==> src/rtl/sfp_pkg.sv <==
package sfp_pkg;
   typedef enum logic {
      DIR_TX = 1'b0,
      DIR_RX = 1'b1
   } sfp_dir_e;
endpackage

==> src/rtl/sfp_sync.sv <==
module sfp_sync #(
   parameter int          W       = 4,
   parameter int          STAGES  = 2,
   parameter logic [W-1:0] RST_VAL = '0
) (
   input  logic         clk,
   input  logic         rst_n,
   input  logic [W-1:0] d,
   output logic [W-1:0] q
);
   if (STAGES < 1) begin : g_bad_stages
      $error("sfp_sync: STAGES must be at least 1");
   end
   if (W < 1) begin : g_bad_width
      $error("sfp_sync: W must be at least 1");
   end

   logic [W-1:0] stage_q [STAGES];

   for (genvar s = 0; s < STAGES; s++) begin : g_stage
      always_ff @(posedge clk or negedge rst_n) begin
         if (!rst_n) begin
            stage_q[s] <= RST_VAL;
         end else if (s == 0) begin
            stage_q[s] <= d;
         end else begin
            stage_q[s] <= stage_q[(s == 0) ? 0 : s-1];
         end
      end
   end

   assign q = stage_q[STAGES-1];
endmodule

==> src/rtl/sfp_store.sv <==
module sfp_store #(
   parameter int DW    = 8,
   parameter int DEPTH = 64,
   localparam int AW   = $clog2(DEPTH),
   localparam int CW   = AW + 1
) (
   input  logic          clk,
   input  logic          rst_n,
   input  logic          push,
   input  logic [DW-1:0] wdata,
   input  logic          pop,
   output logic [DW-1:0] head,
   output logic [CW-1:0] level,
   output logic          full,
   output logic          empty,
   output logic          drop
);
   if (DEPTH < 2 || (1 << AW) != DEPTH) begin : g_bad_depth
      $error("sfp_store: DEPTH must be a power of two, at least 2");
   end

   logic [DW-1:0] mem [DEPTH];
   logic [AW-1:0] wr_ptr, rd_ptr;
   logic          do_push, do_pop;

   assign full    = (level == CW'(DEPTH));
   assign empty   = (level == '0);
   assign do_push = push && !full;
   assign do_pop  = pop && !empty;
   assign drop    = push && full;
   assign head    = mem[rd_ptr];

   always_ff @(posedge clk) begin
      if (do_push) mem[wr_ptr] <= wdata;
   end

   always_ff @(posedge clk or negedge rst_n) begin
      if (!rst_n) begin
         wr_ptr <= '0;
         rd_ptr <= '0;
         level  <= '0;
      end else begin
         if (do_push) wr_ptr <= wr_ptr + 1'b1;
         if (do_pop)  rd_ptr <= rd_ptr + 1'b1;
         case ({do_push, do_pop})
            2'b10:   level <= level + 1'b1;
            2'b01:   level <= level - 1'b1;
            default: level <= level;
         endcase
      end
   end

   AST_LEVEL_BOUND: assert property (@(posedge clk) disable iff (!rst_n)
      level <= CW'(DEPTH));
   AST_NO_OVERFLOW: assert property (@(posedge clk) disable iff (!rst_n)
      (push && full && !pop) |=> $stable(level));
   AST_PUSH_POP_HOLD: assert property (@(posedge clk) disable iff (!rst_n)
      (push && pop && !full && !empty) |=> $stable(level));
endmodule

==> src/rtl/sfp_frame.sv <==
module sfp_frame
   import sfp_pkg::*;
#(
   parameter int          DW   = 8,
   parameter logic [DW-1:0] FILL = '0
) (
   input  logic          clk,
   input  logic          rst_n,
   input  logic          sck,
   input  logic          dsel_n,
   input  logic          csel_n,
   input  logic          mosi,
   input  sfp_dir_e      dir,
   input  logic [DW-1:0] head,
   input  logic          head_vld,
   output logic          miso,
   output logic          host_push,
   output logic          host_pop,
   output logic [DW-1:0] byte_in
);
   localparam int BCW = $clog2(DW + 1);

   if (DW < 2) begin : g_bad_dw
      $error("sfp_frame: DW must be at least 2");
   end

   logic           act, act_q, sck_q;
   logic           opening, closing_ok, byte_done;
   logic           sck_rise, sck_fall;
   logic [BCW-1:0] nbits;
   logic [DW-1:0]  shreg;
   logic           loaded_real;

   assign act        = !dsel_n && csel_n;
   assign opening    = act && !act_q;
   assign closing_ok = !act && act_q && dsel_n && csel_n;
   assign sck_rise   = act && act_q && sck && !sck_q;
   assign sck_fall   = act && act_q && !sck && sck_q;
   assign byte_done  = (nbits == BCW'(DW));

   always_ff @(posedge clk or negedge rst_n) begin
      if (!rst_n) begin
         act_q       <= 1'b0;
         sck_q       <= 1'b0;
         nbits       <= '0;
         shreg       <= '0;
         loaded_real <= 1'b0;
         host_push   <= 1'b0;
         host_pop    <= 1'b0;
      end else begin
         act_q     <= act;
         sck_q     <= sck;
         host_push <= 1'b0;
         host_pop  <= 1'b0;
         if (opening) begin
            nbits <= '0;
            if (dir == DIR_RX) begin
               shreg       <= head_vld ? head : FILL;
               loaded_real <= head_vld;
            end
         end else if (act) begin
            if (sck_rise) begin
               if (!byte_done) nbits <= nbits + 1'b1;
               if (dir == DIR_TX) shreg <= {shreg[DW-2:0], mosi};
            end
            if (sck_fall && dir == DIR_RX) shreg <= {shreg[DW-2:0], 1'b0};
         end
         if (closing_ok && byte_done) begin
            host_push <= (dir == DIR_TX);
            host_pop  <= (dir == DIR_RX) && loaded_real;
         end
      end
   end

   assign byte_in = shreg;
   assign miso    = (act_q && dir == DIR_RX) ? shreg[DW-1] : 1'b0;

   AST_PUSH_ONE_SHOT: assert property (@(posedge clk) disable iff (!rst_n)
      host_push |=> !host_push);
   AST_POP_ONE_SHOT: assert property (@(posedge clk) disable iff (!rst_n)
      host_pop |=> !host_pop);
endmodule

==> src/rtl/spi_strobe_fifo.sv <==
module spi_strobe_fifo
   import sfp_pkg::*;
#(
   parameter int          DW          = 8,
   parameter int          DEPTH       = 64,
   parameter int          SYNC_STAGES = 2,
   parameter logic [DW-1:0] EMPTY_FILL = '0,
   localparam int         CW          = $clog2(DEPTH) + 1
) (
   input  logic          clk,
   input  logic          rst_n,
   input  logic          dir_rx,
   input  logic [CW-1:0] tx_level_thr,
   input  logic          spi_sck,
   input  logic          spi_dsel_n,
   input  logic          spi_csel_n,
   input  logic          spi_mosi,
   output logic          spi_miso,
   input  logic          core_push,
   input  logic [DW-1:0] core_wdata,
   input  logic          core_pop,
   output logic [DW-1:0] core_rdata,
   output logic          core_rdata_vld,
   output logic          irq0,
   output logic          irq1,
   output logic          ovf_flag
);
   sfp_dir_e      dir;
   logic [3:0]    pins_s;
   logic          host_push, host_pop;
   logic [DW-1:0] host_byte, head;
   logic [CW-1:0] level;
   logic          full, empty, drop;

   assign dir = dir_rx ? DIR_RX : DIR_TX;

   sfp_sync #(.W(4), .STAGES(SYNC_STAGES), .RST_VAL(4'b0110)) u_sync (
      .clk(clk), .rst_n(rst_n),
      .d({spi_sck, spi_dsel_n, spi_csel_n, spi_mosi}),
      .q(pins_s)
   );

   sfp_frame #(.DW(DW), .FILL(EMPTY_FILL)) u_frame (
      .clk(clk), .rst_n(rst_n),
      .sck(pins_s[3]), .dsel_n(pins_s[2]), .csel_n(pins_s[1]), .mosi(pins_s[0]),
      .dir(dir), .head(head), .head_vld(!empty),
      .miso(spi_miso), .host_push(host_push), .host_pop(host_pop),
      .byte_in(host_byte)
   );

   sfp_store #(.DW(DW), .DEPTH(DEPTH)) u_store (
      .clk(clk), .rst_n(rst_n),
      .push(dir == DIR_RX ? core_push : host_push),
      .wdata(dir == DIR_RX ? core_wdata : host_byte),
      .pop(dir == DIR_RX ? host_pop : core_pop),
      .head(head), .level(level), .full(full), .empty(empty), .drop(drop)
   );

   always_ff @(posedge clk or negedge rst_n) begin
      if (!rst_n)    ovf_flag <= 1'b0;
      else if (drop) ovf_flag <= 1'b1;
   end

   assign core_rdata     = head;
   assign core_rdata_vld = !empty;
   assign irq1           = full;
   assign irq0           = (dir == DIR_RX) ? !empty : (level < tx_level_thr);

   AST_OVF_STICKY: assert property (@(posedge clk) disable iff (!rst_n)
      ovf_flag |=> ovf_flag);
   AST_FULL_IMPLIES_REQ: assert property (@(posedge clk) disable iff (!rst_n)
      (dir == DIR_RX && irq1) |-> irq0);
endmodule

==> config.mk <==
export PLATFORM = sky130hd
export DESIGN_NAME = spi_strobe_fifo
export DESIGN_NICKNAME = d
export VERILOG_FILES = /design/src/rtl/sfp_pkg.sv /design/src/rtl/sfp_sync.sv /design/src/rtl/sfp_store.sv /design/src/rtl/sfp_frame.sv /design/src/rtl/spi_strobe_fifo.sv
export SDC_FILE = /design/constraint.sdc
export NUM_CORES = 1
export LEC_CHECK = 0
export ABC_AREA = 1
export BUFFER_PORTS_ARGS = -buffer_cell sky130_fd_sc_hd__buf_4
export CAP_MARGIN = 5
export CELL_PAD_IN_SITES_DETAIL_PLACEMENT = 0
export CELL_PAD_IN_SITES_GLOBAL_PLACEMENT = 1
export CORE_MARGIN = 10
export CORE_UTILIZATION = 51
export DETAILED_ROUTE_END_ITERATION = 6
export PLACE_DENSITY_LB_ADDON = 0.1
export SLEW_MARGIN = 10
export SYNTH_ARGS = -nofsm -noshare
export SYNTH_HDL_FRONTEND = slang
export SYNTH_HIERARCHICAL = 1
export SYNTH_SLANG_ARGS = --single-unit
==> constraint.sdc <==
create_clock -name clk -period 2.8 [get_ports clk]
set_input_delay 0.28 -clock clk [delete_from_list [all_inputs] [get_ports clk]]
set_output_delay 0.28 -clock clk [all_outputs]
set_load 0.01 [all_outputs]
; Yosys cells after proc, flatten, opt, wreduce, memory -nomap -nowiden
; Memories as Yosys holds them, arrays and structs flattened.
; Index checks and enable logic that the tools add are counted.
[totals]
reg_bits = 45
mem_bits_rw = 512
input_bits = 24
output_inout_bits = 13
wordCells = 82
n_memories = 1
[classes]
n_addsub = 5
magnitude_cmp = 1
n_eq_ne = 7
muxes = 22
n_bitwise = 1
n_reduce_logical = 32
[memory_table]
columns = name, words, width, read_ports, rd_clocked_by_memory_dff, wr, line
row1 = u_store.mem, 64, 8, 1, 0, 1, sfp_store.sv:22  ; logic [DW-1:0] mem [DEPTH];
[ops]
columns = op, n
row1 = $mux 8, 8
row2 = $logic_and 1x1->1, 17
row3 = $mux 4, 4
row4 = $pmux 7 s2, 1
row5 = $add 6x1->6 const B, 2
row6 = $mux 1, 9
row7 = $add 7x1->7 const B, 1
row8 = $eq 7x7->1 const B, 1
row9 = $logic_not 1->1, 7
row10 = $logic_not 7->1, 1
row11 = $lt 7x7->1, 1
row12 = $sub 7x1->7 const B, 1
row13 = $reduce_bool 2->1, 3
row14 = $add 4x1->4 const B, 1
row15 = $eq 4x4->1 const B, 1
row16 = $ne 2x1->1 const B, 2
row17 = $reduce_and 4->1, 1
row18 = $ne 3x3->1 const B, 1
row19 = $reduce_and 3->1, 1
row20 = $reduce_bool 3->1, 1
row21 = $eq 2x1->1 const B, 1
row22 = $eq 2x2->1 const B, 1
row23 = $reduce_and 2->1, 1
row24 = $not 1->1, 1

; Longest topological paths before layout
; Gate-level depths: netlist (run 1).
[depth]
ltp_word = 9
mapped_depth = 15
depth_no_buf = 15

; Modules after synthesis
; The synthesis (run 1) kept the hierarchy.
[modules_own_cells]
columns = module, n_inst, cells_per_inst, area_each_um2, seq_area_each_um2
row1 = sfp_store, 1, 2115, 22771.8, 15850.2
row2 = sfp_frame, 1, 124, 939.7, 425.4
row3 = spi_strobe_fifo, 1, 48, 375.4, 25.0
row4 = sfp_sync, 1, 12, 235.2, 205.2

; Worst setup path before layout (run 1)
; Ideal clock, no wire load.
[synth_timing]
kind = flip-flop to flip-flop
from = register u_store.level[5]
to = register u_store.level[6]
setup_ns = 0.083
arrival_time_ns = 2.530
required_ns = 2.717
path_slack_ns = 0.187
stages_incl_launch_ff = 15
n_path_buf = 1
period_less_slack_ns = 2.613
cell_sequence = dfrtp_1 -> or2_1 -> nor3_4 -> nor2_8 -> buf_6 -> inv_1 -> ha_1 -> inv_1 -> fa_1 -> inv_1 -> nand4_1 -> nand3_1 -> xor2_1 -> nand2_1 -> o21ai_0
[synth_between]
elab_chain_cells = 5
word_cells_on_any_way = 12
cone_classes = add/sub (2) / eq/ne (3) / mux (1) / reduce/logical (6)
[synth_rtl]
columns = item, line
row1 = "start, declared", sfp_store.sv:13  ; output logic [CW-1:0] level,
row2 = "start signal, assigned", sfp_store.sv:46  ; 2'b10: level <= level + 1'b1;
row3 = "start signal, assigned", sfp_store.sv:47  ; 2'b01: level <= level - 1'b1;
row4 = "start signal, assigned", sfp_store.sv:48  ; default: level <= level;
row5 = $eq 7x7->1 *, sfp_store.sv:26  ; assign full = (level == CW'(DEPTH));
row6 = via irq1, spi_strobe_fifo.sv:25  ; output logic irq1,
row7 = $logic_not 1->1 *, sfp_store.sv:28  ; assign do_push = push && !full;
row8 = $logic_and 1x1->1 *, sfp_store.sv:28
row9 = $eq 2x1->1 or $eq 2x2->1 (tied branches), sfp_store.sv:45  ; case ({do_push, do_pop})
row10 = $pmux 7 s2 or $reduce_bool 2->1 (tied branches), --
; The timed path passes the listed nets; every way through them passes the cells marked *.
; A chain may end at the register's enable or synchronous reset.

; Worst setup path after layout (run 1)
[layout_timing]
from = register u_store.rd_ptr[0]
to = output core_rdata[3]
[layout_between]
elab_chain_cells = 1
[layout_rtl]
columns = item, line
row1 = "start, declared", sfp_store.sv:23  ; logic [AW-1:0] wr_ptr, rd_ptr;
row2 = "start signal, assigned", sfp_store.sv:44  ; if (do_pop) rd_ptr <= rd_ptr + 1'b1;
row3 = $mem_v2 64x8, --
row4 = "end, declared", spi_strobe_fifo.sv:22  ; output logic [DW-1:0] core_rdata,
; No other way between the ends.

==> out/results.ini, run 1 <==
[routing]
drt_iter0_drc=1614
detail-route-antenna-nets=0
wl_met2_um=32300
drc=0
avgRoutedWirePerCell_um=21.8
vias=16900
wl_met1_um=28600
wirelength_um=67300
met3_length_um=4170
top_layer=met4
firstDrtPassIters=6
via_per_inst=5.46

[power]
p_leak_nw=11.9
peakVddDrop_mv=0.574
seq_power_share=0.332
power_mw=31.0
power_frac_clock=0.242
switching_share=0.388
p_int_mw=18.9
p_sw_mw=12.0
p_per_area_mw_per_mm2=1050
p_comb_frac=0.427

[timing]
finalCritPeriodShare=1.04
slew_headroom=0.467
setup_viol=8
rsz0062_at_grt=true
setup_ws_ns=-0.0986
slew_violations=0
fin_crit_ns=2.90
clock.fmax_ghz=0.345
finClkSkew_ns=0.0127
hold_violations=0
tightest_slew_ns=0.797

[setup_path]
cp.required_ns=2.52
crit_type=flop to output port
r2r_setup_slack_ns=0.20
arrival_ns=2.62
crit_path_max_fanout=10
reg2reg_from=u_store/level[1]
start_kind=flop
cp-startpoint=u_store/rd_ptr[0]
end_kind=output port

[placed_design]
io_buffer_count=36
place.gp.congestion=0.850
place.detailed.hpwl_um=38500
placed_cells=2944
preCtsSetupSlack_ns=0.150
place_area_mm2=0.0259

[clock_tree]
clk_latency_ns=0.62
cts_tree=done
htreeDepth=2
clock_sinks=557
clock-root-buffer=clkbuf_16
path_clk_slew_ns=0.06
clockBufferDepth=3
cts_buffers=58

[yosys]
ys_warn_count=6
synth-seq-cells=557
syn_area_mm2=0.0243
yosysSeqAreaShare=0.679
syn_inst=2299
syn_avg_cell_area_um2=10.6
ys_types=42
syn_nets=2340

[global_routing]
overflow=0
grt_pass1_vias=16300
antenna_found_initial=0
grt_max_degree=107
grt_pass1_wl_um=99100
grt_usage=0.230

[status]
violations=negative setup slack
status=complete, but fails checks

[finish]
antennaDiodeCount=0
final_nets=2480
final_cell_mix=764 x nand2_1, 512 x edfxtp_1, 231 x nand3_1, 205 x inv_1, 128 x nor2_1
final_common_cell=nand2_1
design_area_mm2=0.0294
area_growth_pct=20.8
final_core_util=0.627
instances_no_fill=3091
drive_above_1_share=0.184

[run]
cap_violations=0

[floorplanning]
die_x_um=238
die-area_mm2=0.0568
die_h_um=238
ioPinCount=37
coreArea_mm2=0.0469
start_util=0.519
core.rowCount=79

[hold_path]
hold_start=dir_rx
hold_class=input pin to flop

[per-layer routing]
metal | global-route usage | vias to the layer above
li1 | - | 7962
met1 | 0.310 | 8222
met2 | 0.372 | 563
met3 | 0.0341 | 116
met4 | 0.0841 | 0
met5 | 0 | -
[state kept, by name (all words and copies together) (netlist names)]
| name | count |
|---|---|
| u_frame/act_q | 1 |
| u_frame/loaded_real | 1 |
| u_store/wr_ptr | 6 |
| u_store/rd_ptr | 6 |
| u_sync/stage_q | 4 |
| u_store/level | 7 |
| u_frame/host_push | 1 |
| u_frame/host_pop | 1 |
| u_frame/byte_in | 8 |
| u_frame/nbits | 4 |
| ovf_flag | 1 |
| u_sync/q | 4 |
| u_frame/sck_q | 1 |
| u_store/mem | 512 |
[repair_timing]
item	4_1_cts	5_1_grt
endpoints found under the setup margin	8	9
gates resized for setup	105	123
pin swaps	18	71
hold buffers	5	0
buffers inserted	4	14
hold endpoints to repair	45	0
gates cloned	10	11
[critical path, cell delays in order, from the launching register on]
cell and delay [ns]:
dfrtp_4 0.54, buf_6 0.16, buf_6 0.11, bufbuf_16 0.27, nand2_1 0.06, nand3_1 0.10, a21oi_2 0.22, nor2_4 0.09
nand2_2 0.10, nand3_4 0.11, nand2_4 0.12, buf_6 0.11
[cell type report]
cell class / count / area, um2
clock buffer: 76 / 1630
clock inverter: 29 / 214
fill: 3706 / 17500
tap: 607 / 759
timing repair inverter: 4 / 52.6
inverter: 217 / 850
timing repair buffer: 189 / 2240
multi-input combinational: 1412 / 7110
sequential: 557 / 16500
[cells by family after synthesis]
group,share of synthesized area
xor gates and xnor gates,0.00571
muxes,0.00602
AOI/OAI and AO/OA,0.0261
and+or+nand+nor,0.216
buffers and inverters,0.0589
DFF,0.679
adders and majority gates,0.00905
[per-stage QoR]
step                      TNS, ns  hold slack (ns)
after floorplan                 0          -0.0156
after global placement          0            0.334
after detailed placement        0            0.338
after CTS                  -0.922            0.157
after global routing        -1.04            0.185
final                      -0.545            0.177
[synth_stat cells]
cell / count / area (um2)
buf_2: 56 / 280
xnor2_1: 2 / 17.5
mux2_2: 1 / 11.3
xor2_2: 1 / 16.3
nand3_1: 284 / 1420
dfstp_2: 4 / 105
nand4_1: 3 / 18.8
mux2_4: 9 / 135
buf_1: 5 / 18.8
nand4_2: 7 / 87.6
xor2_1: 12 / 105
a21oi_2: 1 / 8.76
o22ai_1: 1 / 6.26
nand2_2: 5 / 31.3
a21oi_1: 39 / 195
dfrtp_1: 41 / 1030
clkinv_1: 3 / 11.3
nor2_1: 157 / 589
or2_2: 1 / 6.26
a21oi_4: 1 / 16.3
inv_1: 206 / 773
nand3_2: 2 / 20.0
nor2_8: 2 / 40.0
o21bai_1: 2 / 15.0
o31ai_1: 1 / 7.51
edfxtp_1: 512 / 15400
nor3_1: 3 / 15.0
or2_1: 1 / 6.26
inv_2: 8 / 30.0
o21ai_0: 32 / 160
clkbuf_1: 25 / 93.8
nand2_4: 1 / 11.3
buf_4: 21 / 158
ha_1: 16 / 200
nor4_1: 1 / 6.26
o21ai_1: 8 / 40.0
nand2_1: 792 / 2970
fa_1: 1 / 20.0
a31oi_1: 1 / 6.26
o211ai_1: 24 / 180
buf_6: 6 / 67.6
nor3_4: 1 / 16.3
[power groups by stage]
| stage | clock, mW | sequential, mW | combinational [mW] |
|---|---|---|---|
| CTS | 7.62 | 10.3 | 11.5 |
| global placement | 0 | 10.4 | 10.1 |
| finish | 7.49 | 10.3 | 13.2 |
| detailed placement | 0 | 10.4 | 10.1 |
| floorplan | 0 | 10.3 | 6.29 |
| global route | 7.95 | 10.3 | 14.2 |
[path summary, 6_finish.rpt]
| kind | endpoint | cells after the start |
|---|---|---|
| max | core_rdata[3] | 11 |
| min | u_frame/host_push | 3 |
| max reg2reg | u_store/level[6] | 14 |
| min reg2reg | u_sync/q[0] | 0 |
| max in group asynchronous | u_store/rd_ptr[0] | 2 |
| min in group asynchronous | u_frame/nbits[2] | 2 |
Note: power is estimated with default switching activity, not from simulation.
==> inputs of run 2 (changes only) <==
--- a/config.mk
+++ b/config.mk
@@ -7,13 +7,12 @@
 export LEC_CHECK = 0
 export ABC_AREA = 1
 export BUFFER_PORTS_ARGS = -buffer_cell sky130_fd_sc_hd__buf_4
-export CAP_MARGIN = 5
 export CELL_PAD_IN_SITES_DETAIL_PLACEMENT = 0
 export CELL_PAD_IN_SITES_GLOBAL_PLACEMENT = 1
-export CORE_MARGIN = 10
+export CORE_MARGIN = 5
 export CORE_UTILIZATION = 51
 export DETAILED_ROUTE_END_ITERATION = 6
-export PLACE_DENSITY_LB_ADDON = 0.1
+export PLACE_DENSITY = 0.79
 export SLEW_MARGIN = 10
 export SYNTH_ARGS = -nofsm -noshare
 export SYNTH_HDL_FRONTEND = slang
==> out/results.ini, run 2 (synthesis results as in run 1) <==
[status]
status=complete, but fails checks  ; unchanged
violations=negative setup slack  ; unchanged

[setup_path]
crit_path_max_fanout=8  ; was 10
arrival_ns=2.60  ; was 2.62 ns
path_delay_family=buffers and inverters  ; unchanged
path_depth=13  ; was 11
cp.required_ns=2.52  ; about the same
crit_type=flop to output port  ; unchanged
start_kind=flop  ; unchanged
path_cells=buf_12 > clkinv_16 > buf_12 > buf_16 > nand2_2 > nand2_1 > nand2_1 > a21oi_2 > nor2_2 > nand2_2 > nand3_4 > nand2_4 > buf_6  ; was buf_6 > buf_6 > bufbuf_16 > nand2_1 > nand3_1 > a21oi_2 > nor2_4 > nand2_2 > nand3_4 > nand2_4 > buf_6
crit_buf_inv=5  ; was 4
cp_slowest_stage_delay_ns=0.45  ; was 0.54 ns
end_kind=output port  ; unchanged
cp_slowest_cell=dfrtp_4  ; unchanged
reg2reg_depth=13  ; was 14

[routing]
avgRoutedWirePerCell_um=21.5  ; was 21.8 um
via_per_inst=5.48  ; was 5.46
vias=17000  ; was 16900
detail-route-antenna-nets=0  ; unchanged
drt_iter0_drc=1712  ; was 1614
drc=0  ; unchanged
wirelength_um=66500  ; was 67300 um
firstDrtPassIters=6  ; unchanged

[clock_tree]
cts_tree=done  ; unchanged
cts_buffers=57  ; was 58
clockBufferDepth=3  ; unchanged
clock_sinks=557  ; unchanged
path_clk_slew_ns=0.06  ; about the same
clock-root-buffer=clkbuf_16  ; unchanged
clk_latency_ns=0.62  ; about the same
htreeDepth=2  ; unchanged

[placed_design]
place.detailed.hpwl_um=37000  ; was 38500 um
placed_cells=2952  ; was 2944
preCtsSetupSlack_ns=0.163  ; was 0.150 ns
place_area_mm2=0.0258  ; was 0.0259 mm2
place.gp.congestion=0.887  ; was 0.850
io_buffer_count=36  ; unchanged

[power]
p_int_mw=19.1  ; was 18.9 mW
p_sw_mw=12.1  ; was 12.0 mW
p_leak_nw=11.9  ; about the same
switching_share=0.387  ; was 0.388
power_frac_clock=0.240  ; was 0.242
seq_power_share=0.329  ; was 0.332
p_per_area_mw_per_mm2=1060  ; was 1050 mW/mm2
peakVddDrop_mv=0.700  ; was 0.574 mV
p_comb_frac=0.431  ; was 0.427

[floorplanning]
start_util=0.513  ; was 0.519
ioPinCount=37  ; unchanged
die-area_mm2=0.0522  ; was 0.0568 mm2
core.rowCount=80  ; was 79
die_h_um=228  ; was 238 um
die_x_um=228  ; was 238 um
coreArea_mm2=0.0474  ; was 0.0469 mm2

[finish]
final_cell_mix=741 x nand2_1, 512 x edfxtp_1, 215 x nand3_1, 205 x inv_1, 135 x nor2_1  ; was 764 x nand2_1, 512 x edfxtp_1, 231 x nand3_1, 205 x inv_1, 128 x nor2_1
top_register=u_store/mem  ; unchanged
design_area_mm2=0.0295  ; was 0.0294 mm2
drive_above_1_share=0.195  ; was 0.184
area_growth_pct=21.2  ; was 20.8%
largest_reg_flops=512  ; unchanged
final_common_cell=nand2_1  ; unchanged
instances_no_fill=3099  ; was 3091
fillers=3740  ; was 3706
antennaDiodeCount=0  ; unchanged
final_nets=2482  ; was 2480

[timing]
setup_viol=8  ; unchanged
slew_headroom=0.421  ; was 0.467
finalSetupTns_ns=-0.456  ; was -0.545 ns
slew_violations=0  ; unchanged
finalCritPeriodShare=1.03  ; was 1.04
fin_crit_ns=2.88  ; was 2.90 ns
clock.fmax_ghz=0.348  ; was 0.345 GHz
tightest_slew_ns=0.868  ; was 0.797 ns
hold_violations=0  ; unchanged
finClkSkew_ns=0.0227  ; was 0.0127 ns
rsz0062_at_grt=true  ; unchanged
setup_ws_ns=-0.0755  ; was -0.0986 ns

[hold_path]
whs_path_depth=3  ; unchanged
hold_class=input pin to flop  ; unchanged

[global_routing]
grt_pass1_wl_um=99800  ; was 99100 um
grt_use_met3=0.0400  ; was 0.0341
met1_usage=0.331  ; was 0.310
grt_usage=0.249  ; was 0.230
grt.met2_usage=0.426  ; was 0.372
grt_pass1_vias=16600  ; was 16300
antenna_found_initial=1  ; was 0
grt-busiest-layer=met2  ; unchanged
grt_max_degree=92  ; was 107
overflow=0  ; unchanged

[run]
cap_violations=0  ; unchanged

## run 2: repair_timing
action | CTS | global route
resized for setup | 153 | 101
gates cloned | 18 | 2
buffers inserted | 17 | 3
endpoints found under the hold margin | 45 | 0
hold buffers | 5 | 0
pin swaps | 42 | 46
setup endpoints to repair | 8 | 11
## run 2: area by class of cell
cell class / count / area, um2 / area share
inverter: 217 / 853 / 0.0290
clock inverter: 32 / 308 / 0.0104
timing repair buffer: 194 / 2290 / 0.0776
tap: 615 / 769 / 0.0261
multi-input combinational: 1412 / 7190 / 0.244
clock buffer: 70 / 1520 / 0.0515
sequential: 557 / 16500 / 0.560
timing repair inverter: 2 / 38.8 / 0.00132
## run 2: power by group through the flow
| stage | logic, mW | clock network (mW) | registers, mW |
|---|---|---|---|
| global route | 14.4 | 7.97 | 10.3 |
| CTS | 12.5 | 7.58 | 10.3 |
| floorplan | 6.29 | 0 | 10.3 |
| detailed placement | 9.98 | 0 | 10.4 |
| global placement | 9.89 | 0 | 10.4 |
| finish | 13.4 | 7.49 | 10.3 |
## run 2: final timing paths
path,from,to,slack [ns]
max in group asynchronous,rst_n,u_store/rd_ptr[1],2.10
min reg2reg,u_sync/stage_q[4],u_sync/q[0],0.35
max reg2reg,u_store/level[5],u_store/level[6],0.23
min in group asynchronous,rst_n,u_sync/q[3],0.22
max,u_store/rd_ptr[0],core_rdata[1],-0.08
min,dir_rx,u_frame/host_push,0.19
## run 2: per-layer routing
layer  share of wire  up-vias
met1            0.40     8271
met5               0        -
li1                -     7940
met2            0.50      656
met4           0.029        0
met3           0.071      131
## run 2: stage by stage
step	hold slack (ns)	total power, mW	utilization
detailed placement	0.334	20.4	0.545
global route	0.193	32.6	0.621
floorplan	-0.0156	16.6	-
global placement	0.329	20.3	0.545
finish	0.188	31.2	0.621
CTS	0.146	30.4	0.611
## run 2: worst reg2reg max path, cell delays in order, from the launching register on
cell and delay (ns):
dfrtp_1 0.41, or2_1 0.30, nor3_4 0.29, nor2_8 0.04
inv_1 0.11, ha_4 0.21, inv_1 0.07, fa_1 0.41
inv_1 0.13, nand4_1 0.10, nand3_1 0.12, xor2_1 0.16
nand2_1 0.07, o21ai_0 0.06
